<file path="src/rtl/mbank_pkg.sv">
package mbank_pkg;
  localparam int NUM_REGS  = 16;
  localparam int ADDR_W    = $clog2(NUM_REGS);
  localparam int MODE_W    = 5;
  localparam int NUM_BANKS = 6;
  localparam int HI_BASE   = 8;
  localparam int HI_CNT    = 5;
  localparam int SP_IDX    = 13;
  localparam int LR_IDX    = 14;

  localparam logic [MODE_W-1:0] MODE_USR = 5'b10000;
  localparam logic [MODE_W-1:0] MODE_FIQ = 5'b10001;
  localparam logic [MODE_W-1:0] MODE_IRQ = 5'b10010;
  localparam logic [MODE_W-1:0] MODE_SVC = 5'b10011;
  localparam logic [MODE_W-1:0] MODE_ABT = 5'b10111;
  localparam logic [MODE_W-1:0] MODE_UND = 5'b11011;
  localparam logic [MODE_W-1:0] MODE_SYS = 5'b11111;

  typedef enum logic [2:0] {
    BK_PLAIN = 3'd0,
    BK_FAST  = 3'd1,
    BK_INTR  = 3'd2,
    BK_SUPV  = 3'd3,
    BK_ABRT  = 3'd4,
    BK_UNDF  = 3'd5
  } bank_e;

  // Map a mode code onto its shadow bank; unknown codes use the plain bank.
  function automatic bank_e mode_bank(input logic [MODE_W-1:0] m);
    case (m)
      MODE_FIQ: mode_bank = BK_FAST;
      MODE_IRQ: mode_bank = BK_INTR;
      MODE_SVC: mode_bank = BK_SUPV;
      MODE_ABT: mode_bank = BK_ABRT;
      MODE_UND: mode_bank = BK_UNDF;
      default:  mode_bank = BK_PLAIN;
    endcase
  endfunction

  // True when register index r lies in the fast-interrupt high window.
  function automatic logic in_hi_window(input int r);
    in_hi_window = (r >= HI_BASE) && (r < HI_BASE + HI_CNT);
  endfunction
endpackage

</file>
<file path="src/rtl/mbank_swap_ctrl.sv">
module mbank_swap_ctrl
  import mbank_pkg::*;
(
  input  logic [MODE_W-1:0] cur_mode,
  input  logic              req_valid,
  input  logic [MODE_W-1:0] req_mode,
  output bank_e             old_bank,
  output bank_e             new_bank,
  output logic              bank_swap,
  output logic              hi_swap,
  output logic              old_is_fast,
  output logic              new_is_fast
);
  always_comb begin
    old_bank    = mode_bank(cur_mode);
    new_bank    = mode_bank(req_mode);
    old_is_fast = (old_bank == BK_FAST);
    new_is_fast = (new_bank == BK_FAST);
    bank_swap   = req_valid && (old_bank != new_bank);
    hi_swap     = bank_swap && (old_is_fast != new_is_fast);
  end
endmodule

</file>
<file path="src/rtl/mbank_shadow_store.sv">
module mbank_shadow_store
  import mbank_pkg::*;
#(
  parameter int DATA_W = 32,
  parameter int STS_W  = 32
) (
  input  logic              clk,
  input  logic              rst_n,
  input  logic              swap,
  input  bank_e             old_bank,
  input  bank_e             new_bank,
  input  logic [DATA_W-1:0] save_sp,
  input  logic [DATA_W-1:0] save_lr,
  input  logic [STS_W-1:0]  save_sts,
  output logic [DATA_W-1:0] load_sp,
  output logic [DATA_W-1:0] load_lr,
  output logic [STS_W-1:0]  load_sts
);
  logic [DATA_W-1:0] sp_arr  [NUM_BANKS];
  logic [DATA_W-1:0] lr_arr  [NUM_BANKS];
  logic [STS_W-1:0]  sts_arr [NUM_BANKS];

  for (genvar b = 0; b < NUM_BANKS; b++) begin : g_bank
    logic [DATA_W-1:0] sp_r;
    logic [DATA_W-1:0] lr_r;
    logic [STS_W-1:0]  sts_r;
    logic              take;

    assign take = swap && (old_bank == bank_e'(b));

    always_ff @(posedge clk or negedge rst_n) begin
      if (!rst_n) begin
        sp_r  <= '0;
        lr_r  <= '0;
        sts_r <= '0;
      end else if (take) begin
        sp_r  <= save_sp;
        lr_r  <= save_lr;
        sts_r <= save_sts;
      end
    end

    assign sp_arr[b]  = sp_r;
    assign lr_arr[b]  = lr_r;
    assign sts_arr[b] = sts_r;
  end

  always_comb begin
    load_sp  = sp_arr[new_bank];
    load_lr  = lr_arr[new_bank];
    load_sts = sts_arr[new_bank];
  end
endmodule

</file>
<file path="src/rtl/mbank_hi_store.sv">
module mbank_hi_store
  import mbank_pkg::*;
#(
  parameter int DATA_W = 32
) (
  input  logic                         clk,
  input  logic                         rst_n,
  input  logic                         hi_swap,
  input  logic                         old_is_fast,
  input  logic                         new_is_fast,
  input  logic [HI_CNT-1:0][DATA_W-1:0] save_vals,
  output logic [HI_CNT-1:0][DATA_W-1:0] load_vals
);
  localparam int NUM_SETS = 2;

  logic [HI_CNT-1:0][DATA_W-1:0] set_arr [NUM_SETS];

  for (genvar s = 0; s < NUM_SETS; s++) begin : g_set
    logic [HI_CNT-1:0][DATA_W-1:0] vals_r;
    logic                          take;

    assign take = hi_swap && (old_is_fast == (s == 1));

    always_ff @(posedge clk or negedge rst_n) begin
      if (!rst_n) begin
        vals_r <= '0;
      end else if (take) begin
        vals_r <= save_vals;
      end
    end

    assign set_arr[s] = vals_r;
  end

  assign load_vals = new_is_fast ? set_arr[1] : set_arr[0];
endmodule

</file>
<file path="src/rtl/mbank_regfile.sv">
module mbank_regfile
  import mbank_pkg::*;
#(
  parameter int DATA_W = 32,
  parameter int STS_W  = 32
) (
  input  logic              clk,
  input  logic              rst_n,
  input  logic [3:0]        rd_addr_a,
  output logic [DATA_W-1:0] rd_data_a,
  input  logic [3:0]        rd_addr_b,
  output logic [DATA_W-1:0] rd_data_b,
  input  logic              wr_en,
  input  logic [3:0]        wr_addr,
  input  logic [DATA_W-1:0] wr_data,
  input  logic              mode_req_valid,
  input  logic [4:0]        mode_req,
  output logic [4:0]        cur_mode,
  input  logic              sts_wr_en,
  input  logic [STS_W-1:0]  sts_wr_data,
  output logic [STS_W-1:0]  sts_rd_data
);
  logic [DATA_W-1:0] vis_q  [NUM_REGS];
  logic [DATA_W-1:0] vis_wr [NUM_REGS];
  logic [DATA_W-1:0] vis_d  [NUM_REGS];
  logic [STS_W-1:0]  sts_q, sts_wr, sts_d;
  logic [MODE_W-1:0] mode_q;

  bank_e old_bank, new_bank;
  logic  bank_swap, hi_swap, old_is_fast, new_is_fast;

  logic [DATA_W-1:0] load_sp, load_lr;
  logic [STS_W-1:0]  load_sts;
  logic [HI_CNT-1:0][DATA_W-1:0] hi_save, hi_load;

  // Named observation points for the checker
  logic [DATA_W-1:0] sp_now;
  logic [DATA_W-1:0] lr_now;

  mbank_swap_ctrl u_ctrl (
    .cur_mode    (mode_q),
    .req_valid   (mode_req_valid),
    .req_mode    (mode_req),
    .old_bank    (old_bank),
    .new_bank    (new_bank),
    .bank_swap   (bank_swap),
    .hi_swap     (hi_swap),
    .old_is_fast (old_is_fast),
    .new_is_fast (new_is_fast)
  );

  // Write first: the pre-swap register takes the write, then it is saved.
  always_comb begin
    for (int r = 0; r < NUM_REGS; r++) begin
      vis_wr[r] = (wr_en && (wr_addr == ADDR_W'(r))) ? wr_data : vis_q[r];
    end
    sts_wr = sts_wr_en ? sts_wr_data : sts_q;
  end

  for (genvar k = 0; k < HI_CNT; k++) begin : g_hi_pack
    assign hi_save[k] = vis_wr[HI_BASE + k];
  end

  mbank_shadow_store #(.DATA_W(DATA_W), .STS_W(STS_W)) u_shadow (
    .clk      (clk),
    .rst_n    (rst_n),
    .swap     (bank_swap),
    .old_bank (old_bank),
    .new_bank (new_bank),
    .save_sp  (vis_wr[SP_IDX]),
    .save_lr  (vis_wr[LR_IDX]),
    .save_sts (sts_wr),
    .load_sp  (load_sp),
    .load_lr  (load_lr),
    .load_sts (load_sts)
  );

  mbank_hi_store #(.DATA_W(DATA_W)) u_hi (
    .clk         (clk),
    .rst_n       (rst_n),
    .hi_swap     (hi_swap),
    .old_is_fast (old_is_fast),
    .new_is_fast (new_is_fast),
    .save_vals   (hi_save),
    .load_vals   (hi_load)
  );

  always_comb begin
    for (int r = 0; r < NUM_REGS; r++) begin
      vis_d[r] = vis_wr[r];
      if (hi_swap && in_hi_window(r)) begin
        vis_d[r] = hi_load[r - HI_BASE];
      end
    end
    if (bank_swap) begin
      vis_d[SP_IDX] = load_sp;
      vis_d[LR_IDX] = load_lr;
    end
    sts_d = bank_swap ? load_sts : sts_wr;
  end

  always_ff @(posedge clk or negedge rst_n) begin
    if (!rst_n) begin
      for (int r = 0; r < NUM_REGS; r++) vis_q[r] <= '0;
      sts_q  <= '0;
      mode_q <= MODE_SYS;
    end else begin
      for (int r = 0; r < NUM_REGS; r++) vis_q[r] <= vis_d[r];
      sts_q <= sts_d;
      if (mode_req_valid) mode_q <= mode_req;
    end
  end

  assign sp_now      = vis_q[SP_IDX];
  assign lr_now      = vis_q[LR_IDX];
  assign rd_data_a   = vis_q[rd_addr_a];
  assign rd_data_b   = vis_q[rd_addr_b];
  assign sts_rd_data = sts_q;
  assign cur_mode    = mode_q;
endmodule

</file>
<file path="config.mk">
export PLATFORM = sky130hd
export DESIGN_NAME = mbank_regfile
export DESIGN_NICKNAME = d
export VERILOG_FILES = /design/src/rtl/mbank_pkg.sv /design/src/rtl/mbank_swap_ctrl.sv /design/src/rtl/mbank_shadow_store.sv /design/src/rtl/mbank_hi_store.sv /design/src/rtl/mbank_regfile.sv
export SDC_FILE = /design/constraint.sdc
export NUM_CORES = 2
export LEC_CHECK = 0
export BUFFER_PORTS_ARGS = -buffer_cell sky130_fd_sc_hd__clkbuf_2
export CORE_MARGIN = 5
export CORE_UTILIZATION = 45
export CTS_CLUSTER_DIAMETER = 40
export DETAILED_ROUTE_END_ITERATION = 8
export GPL_ROUTABILITY_DRIVEN = 0
export HOLD_SLACK_MARGIN = 0.02
export PLACE_DENSITY = 0.64
export SYNTH_ARGS = -nofsm -noshare
export SYNTH_HDL_FRONTEND = slang
export SYNTH_HIERARCHICAL = 1
export SYNTH_SLANG_ARGS = --single-unit
</file>
<file path="constraint.sdc">
create_clock -name clk -period 5.3 [get_ports clk]
set_input_delay 0.53 -clock clk [delete_from_list [all_inputs] [get_ports clk]]
set_output_delay 0.53 -clock clk [all_outputs]
set_load 0.01 [all_outputs]
</file>
Word level (Yosys, flattened, before mapping)
Cells that the tools add are included.
- memories: 0
- register bits: 1445
- output and inout bits: 101
- bits of input ports: 86
- word-level logic and storage cells: 147
- bits in latches: 0
- RAM bits: 0
- ROM bits: 0
- reductions and logical operators: 28
- bitwise gates (word level): 4
- $mul: 0
- shift-type cells: 0
- $add $sub $neg: 0
- equality and inequality tests: 33
- multiplexer cells: 33
- order comparisons: 3
- div/mod/pow operators: 0
- operators with widths (cell ; number):
    two-way mux 32 bit ; 24
    binary-select mux 32 bit (select 3 bit) ; 3
    binary-select mux 32 bit (select 4 bit) ; 2
    two-way mux 160 bit ; 1
    two-way mux 64 bit ; 1
    == test 5 bit (second input constant) ; 10
    == test 4 bit (second input constant) ; 8
    one-hot mux 3 bit (5 select lines) ; 2
    logical AND 1 bit ; 26
    == test 4 x 3 -> 1 bit (second input constant) ; 4
    greater-or-equal comparator 5 bit (second input constant) ; 2
    NOT 4 -> 5 bit ; 2
    == test 4 x 2 -> 1 bit (second input constant) ; 2
    == test 3 x 1 -> 1 bit (second input constant) ; 2
    == test 3 x 2 -> 1 bit (second input constant) ; 2
    == test 3 bit (second input constant) ; 2
    == test 4 x 1 -> 1 bit (second input constant) ; 1
    greater-or-equal comparator 4 bit (second input constant) ; 1
    logical NOT 4 bit ; 1
    NOT 3 -> 4 bit ; 1
    logical NOT 3 bit ; 1
    != test 3 bit ; 1
    != test 1 bit ; 1
    NOT 1 bit ; 1

Logic depth before layout (Yosys ltp)
- word-level depth: 7
- mapped depth: 11

Hierarchy
Netlist, hierarchy kept.
- modules (own cells, without submodules) (module ; times used ; seq. area each (µm²) ; area an instance (µm²) ; cells each):
    mbank_regfile ; 1 ; 13744.4 ; 31720.4 ; 2813
    mbank_shadow_store ; 1 ; 14413.8 ; 25857.3 ; 1770
    mbank_hi_store ; 1 ; 8007.7 ; 14177.3 ; 855
    mbank_swap_ctrl ; 1 ; 0.0 ; 229.0 ; 30

Worst setup path before layout
OpenSTA, ideal clock, no wires.
- path kind: flip-flop to flip-flop
- start point: reg mode_q[4] (netlist: cur_mode[4])
- end point: reg u_shadow.g_bank[2].lr_r[22]
- cell stages (with the launch flop): 12
- slack: 2.470 ns
- arrival time: 2.703 ns
- cells stage by stage: dfstp_2 nor2b_2 and3_4 buf_6 mux2i_1 o211ai_1 a21boi_1 nand2b_1 nor3b_2 buf_4 buf_6 mux2_1
- word-level cells in the longest chain between the ends: 5
- RTL lines (item ; RTL line ; RTL):
    start: declaration ; mbank_regfile.sv:27 ; logic [MODE_W-1:0] mode_q;
    start signal: assignment ; mbank_regfile.sv:110 ; if (mode_req_valid) mode_q <= mode_req;
    == test 5 bit ; mbank_pkg.sv:30 ; case (m)
    one-hot mux 3 bit (5 select lines) (*) ; mbank_pkg.sv:30 ;
    named net old_bank[0] ; mbank_regfile.sv:29 ; bank_e old_bank, new_bank;
    != test 3 bit (*) ; mbank_swap_ctrl.sv:19 ; bank_swap = req_valid && (old_bank != new_bank);
    logical AND 1 bit (*) ; mbank_swap_ctrl.sv:19 ;
    named net bank_swap ; mbank_regfile.sv:30 ; logic bank_swap, hi_swap, old_is_fast, new_is_fast;
    logical AND 1 bit (*) ; mbank_shadow_store.sv:29 ; assign take = swap && (old_bank == bank_e'(b));
    end signal: assignment ; mbank_shadow_store.sv:38 ; lr_r <= save_lr;
    end: declaration ; mbank_shadow_store.sv:25 ; logic [DATA_W-1:0] lr_r;
The timed path passes the listed nets; every way through them passes the cells marked *.
A chain may end at the register's enable or synchronous reset.

Worst setup path after layout
- start point: reg mode_q[3] (netlist: cur_mode[3])
- end point: reg u_shadow.g_bank[0].sts_r[29]
- word-level cells in the longest chain between the ends: 5
- RTL lines (item ; RTL line ; RTL):
    == test 5 bit ; mbank_pkg.sv:30 ;
    one-hot mux 3 bit (5 select lines) (*) ; mbank_pkg.sv:30 ;
    named net old_bank[2] ; mbank_regfile.sv:29 ;
    != test 3 bit (*) ; mbank_swap_ctrl.sv:19 ;
    logical AND 1 bit (*) ; mbank_swap_ctrl.sv:19 ;
    named net bank_swap ; mbank_regfile.sv:30 ;
    logical AND 1 bit (*) ; mbank_shadow_store.sv:29 ;
    end signal: assignment ; mbank_shadow_store.sv:39 ; sts_r <= save_sts;
    end: declaration ; mbank_shadow_store.sv:26 ; logic [STS_W-1:0] sts_r;
Marks and branches as above.

==> flow_metrics.tcl <==
set metrics [dict create \
    yosysWarnings 6 \
    cts_resized 0 \
    leakagePower_nw 36.3 \
    num_io_pins 187 \
    chipHeight_um 410 \
    r2r_end "u_shadow/g_bank[0].sts_r[29]" \
    worst_setup_path_start_kind "flop" \
    drt-wirelength-per-cell_um 26.9 \
    rr_worst_depth 9 \
    row_count 146 \
    ir_drop_mv 0.358 \
    tightest_slew_ps 1160 \
    cts_buffer_depth 3 \
    dieArea_mm2 0.168 \
    cap_violations 0 \
    slew_headroom_pct 22.5 \
    crit_family "simple AND/OR/NAND/NOR gates" \
    drtPass1Iterations 7 \
    setup.worst_path.end "u_shadow/g_bank[0].sts_r[29]" \
    synth_largest_area_cell "dfrtp_1" \
    hold_path_class "input port to flop" \
    drive_gt1_share_pct 42.0 \
    final_cell_mix "dfrtp_1, mux2_2, nand2_1" \
    cp.required_ps 6000 \
    cp_data_arrival_time_ps 4830 \
    cp_num_buf_inv 1 \
    whs_ps 89.9 \
    drt_iter0_drc 4026 \
    max_stage_delay_ps 920 \
    grt_pass1_vias 50800 \
    status "finished, final reports clean" \
    cts_sinks 1445 \
    cts_buffers 208 \
    cts.reportedPaths.clkPinSlew_ps 60 \
    ys_seq_elements 1445 \
    synth_compound_area_share_pct 6.06 \
    postCtsSetupBuffers 0 \
    ys_seq_area_share_pct 50.2 \
    grt_start_max_net_pins 145 \
    portBuffers 186 \
    r2r_slack_ps 1170 \
    drc_errors 0 \
    antenna_found_initial 11 \
    skew_ps 61.1 \
    worstSetupPathDepth 9 \
    synth_edf_count 0 \
    cts_tree "built" \
    synthFlopType "dfrtp_1" \
    synth_cell_type_count 54 \
    syn_area_per_cell_um2 13.2 \
    final_common_cell "dfrtp_1" \
    critPathKind "flop to flop" \
    fmaxAchievable_ghz 0.242 \
    r2r_start "cur_mode[3]" \
    cts_root_buf "clkbuf_16" \
    wl_um 209000 \
    grt_pass1_wl_um 318000 \
    fin_crit_sh_pct 77.9 \
    h-tree-depth 4 \
    path_cells "xnor2_1 > nor2_1 > nand4bb_1 > o211ai_1 > a21boi_1 > nand2b_1 > nor3_4 > buf_12 > mux2_2" \
    yosysTopAreaCellShare_pct 50.1 \
    rsz0062_at_grt "no" \
    hold_buffers 4 \
    vias 48100 \
    syn-instance-count 5468 \
    fp.dieW_um 410 \
    initial_utilization_pct 45.3 \
    synth_area_mm2 0.0720 \
    async_flop_share_pct 100 \
    cp-end-kind "flop" \
    synth_fa_ha_area_share_pct 0 \
    finalCriticalPeriod_ps 4130 \
    final_antenna_net_count 0 \
    syn_nets 5554 \
    hold_path_depth 2 \
    insertion_delay_ps 830 \
    hold_viol 0 \
    final_nets 5583 \
    crit_fanout 21 \
    hpwlAfterDp_um 120000 \
    p_per_area_mw_per_mm2 486 \
    multi_input_area_mm2 0.0336 \
    p_total_w 0.0399 \
    slew_violations 0 \
    fill_cells 13400 \
    crit_path_start "cur_mode[3]" \
    syn_to_final_growth_pct 13.9 \
    seqCellArea_mm2 0.0362 \
    timing.setup.tns_ps 0 \
    synth-simple-area-share_pct 5.43 \
    synth_area_leaders "dfrtp_1, mux2_2, mux4_2, mux2i_1, mux2_4" \
    vias_per_cell 6.21 \
    gr-usage-all-layers_pct 24.5 \
    critPathSlowestCell "nor3_4" \
    muxShareOfSynthArea_pct 34.8 \
    core_area_mm2 0.159 \
    synth_top_family_by_area "multiplexers" \
    synth_xor_area_share_pct 0.0365 \
    overflow 0 \
    setup_viol_count_final 0 \
]
[state kept, by name (all words and copies together), names as in the netlist]
name / flops
u_shadow/g_bank.sp_r: 192
u_shadow/g_bank.lr_r: 192
sp_now: 32
lr_now: 32
u_hi/g_set.vals_r: 320
vis_q: 448
cur_mode: 5
u_shadow/g_bank.sts_r: 192
sts_rd_data: 32
[worst register-to-register path: cells and delay by family, from the launching register on]
kind / cells / cell delay, ps
XOR/XNOR: 1 / 110
buffers and inverters: 1 / 290
multiplexers: 1 / 380
flip-flops: 1 / 580
AO/OA/AOI/OAI: 2 / 570
AND/OR/NAND/NOR: 4 / 2090
[area by class of cell]
type,count,area share (%)
diodes,4,0.0122
clock buffers,261,7.03
clock inverters,130,1.82
inverters,2,0.0244
multi-input cells,3538,40.9
flip-flops and latches,1445,44.1
well taps,2072,3.16
repair buffers,302,2.92
[metrics by stage]
| stage | setup WS [ps] | cells | area (µm²) | utilization (%) |
|---|---|---|---|---|
| after floorplan | 2470 | 5468 | 72000 | - |
| after global placement | 1180 | 7355 | 74700 | 47.0 |
| after detailed placement | 1210 | 7355 | 74700 | 47.0 |
| after CTS | 1140 | 7750 | 82000 | 51.6 |
| after global routing | 987 | 7750 | 82000 | 51.6 |
| final | 1170 | 7754 | 82000 | 51.7 |
[synth_stat cells, types with 3 or more instances]
library cell,n
nand3b_1,4
nor3b_2,3
nand3_1,228
buf_4,72
a22oi_1,128
buf_6,21
mux2_2,1313
o21ai_1,7
nor2b_1,9
nor3_2,4
a31oi_1,224
nand2_1,389
dfrtp_1,1440
o21ai_0,217
mux2_4,100
mux2_1,96
clkbuf_1,187
mux4_2,256
buf_2,167
nor2_1,230
mux2i_1,193
buf_1,36
o221ai_1,96
and2_1,4
dfstp_2,5
nand2b_1,6
[per-layer routing]
metal,up-vias,wire length (µm),GRT usage [%]
li1,20500,-,-
met1,25600,86600,32.0
met2,1641,101000,40.6
met3,479,12100,4.13
met4,4,9510,10.6
met5,-,23,0
[worst min-delay path by stage]
| stage | startpoint | slack, ps | to |
|---|---|---|---|
| after global placement | u_shadow/g_bank[2].lr_r[23] | 460 | u_shadow/g_bank[2].lr_r[23] |
| after detailed placement | u_shadow/g_bank[2].sp_r[6] | 470 | u_shadow/g_bank[2].sp_r[6] |
| after CTS | mode_req[1] | 30 | cur_mode[1] |
| after global routing | mode_req[1] | 70 | cur_mode[1] |
| final | mode_req[1] | 90 | cur_mode[1] |
| after floorplan | rst_n | 230 | lr_now[0] |
[where the power goes]
group / leakage (nW) / switching (W) / internal [W]
logic: 14.3 / 0.00429 / 0.00510
registers: 18.5 / 0.00208 / 0.0142
clock network: 3.52 / 0.00551 / 0.00866
[kinds of logic after synthesis]
group | count (synthesis)
xor gates and xnor gates | 3
muxes | 1958
and+or+nand+nor | 900
DFF | 1445
AOI/OAI and AO/OA | 677
buffers and inverters | 485
Power figures use the tool's default switching activity.
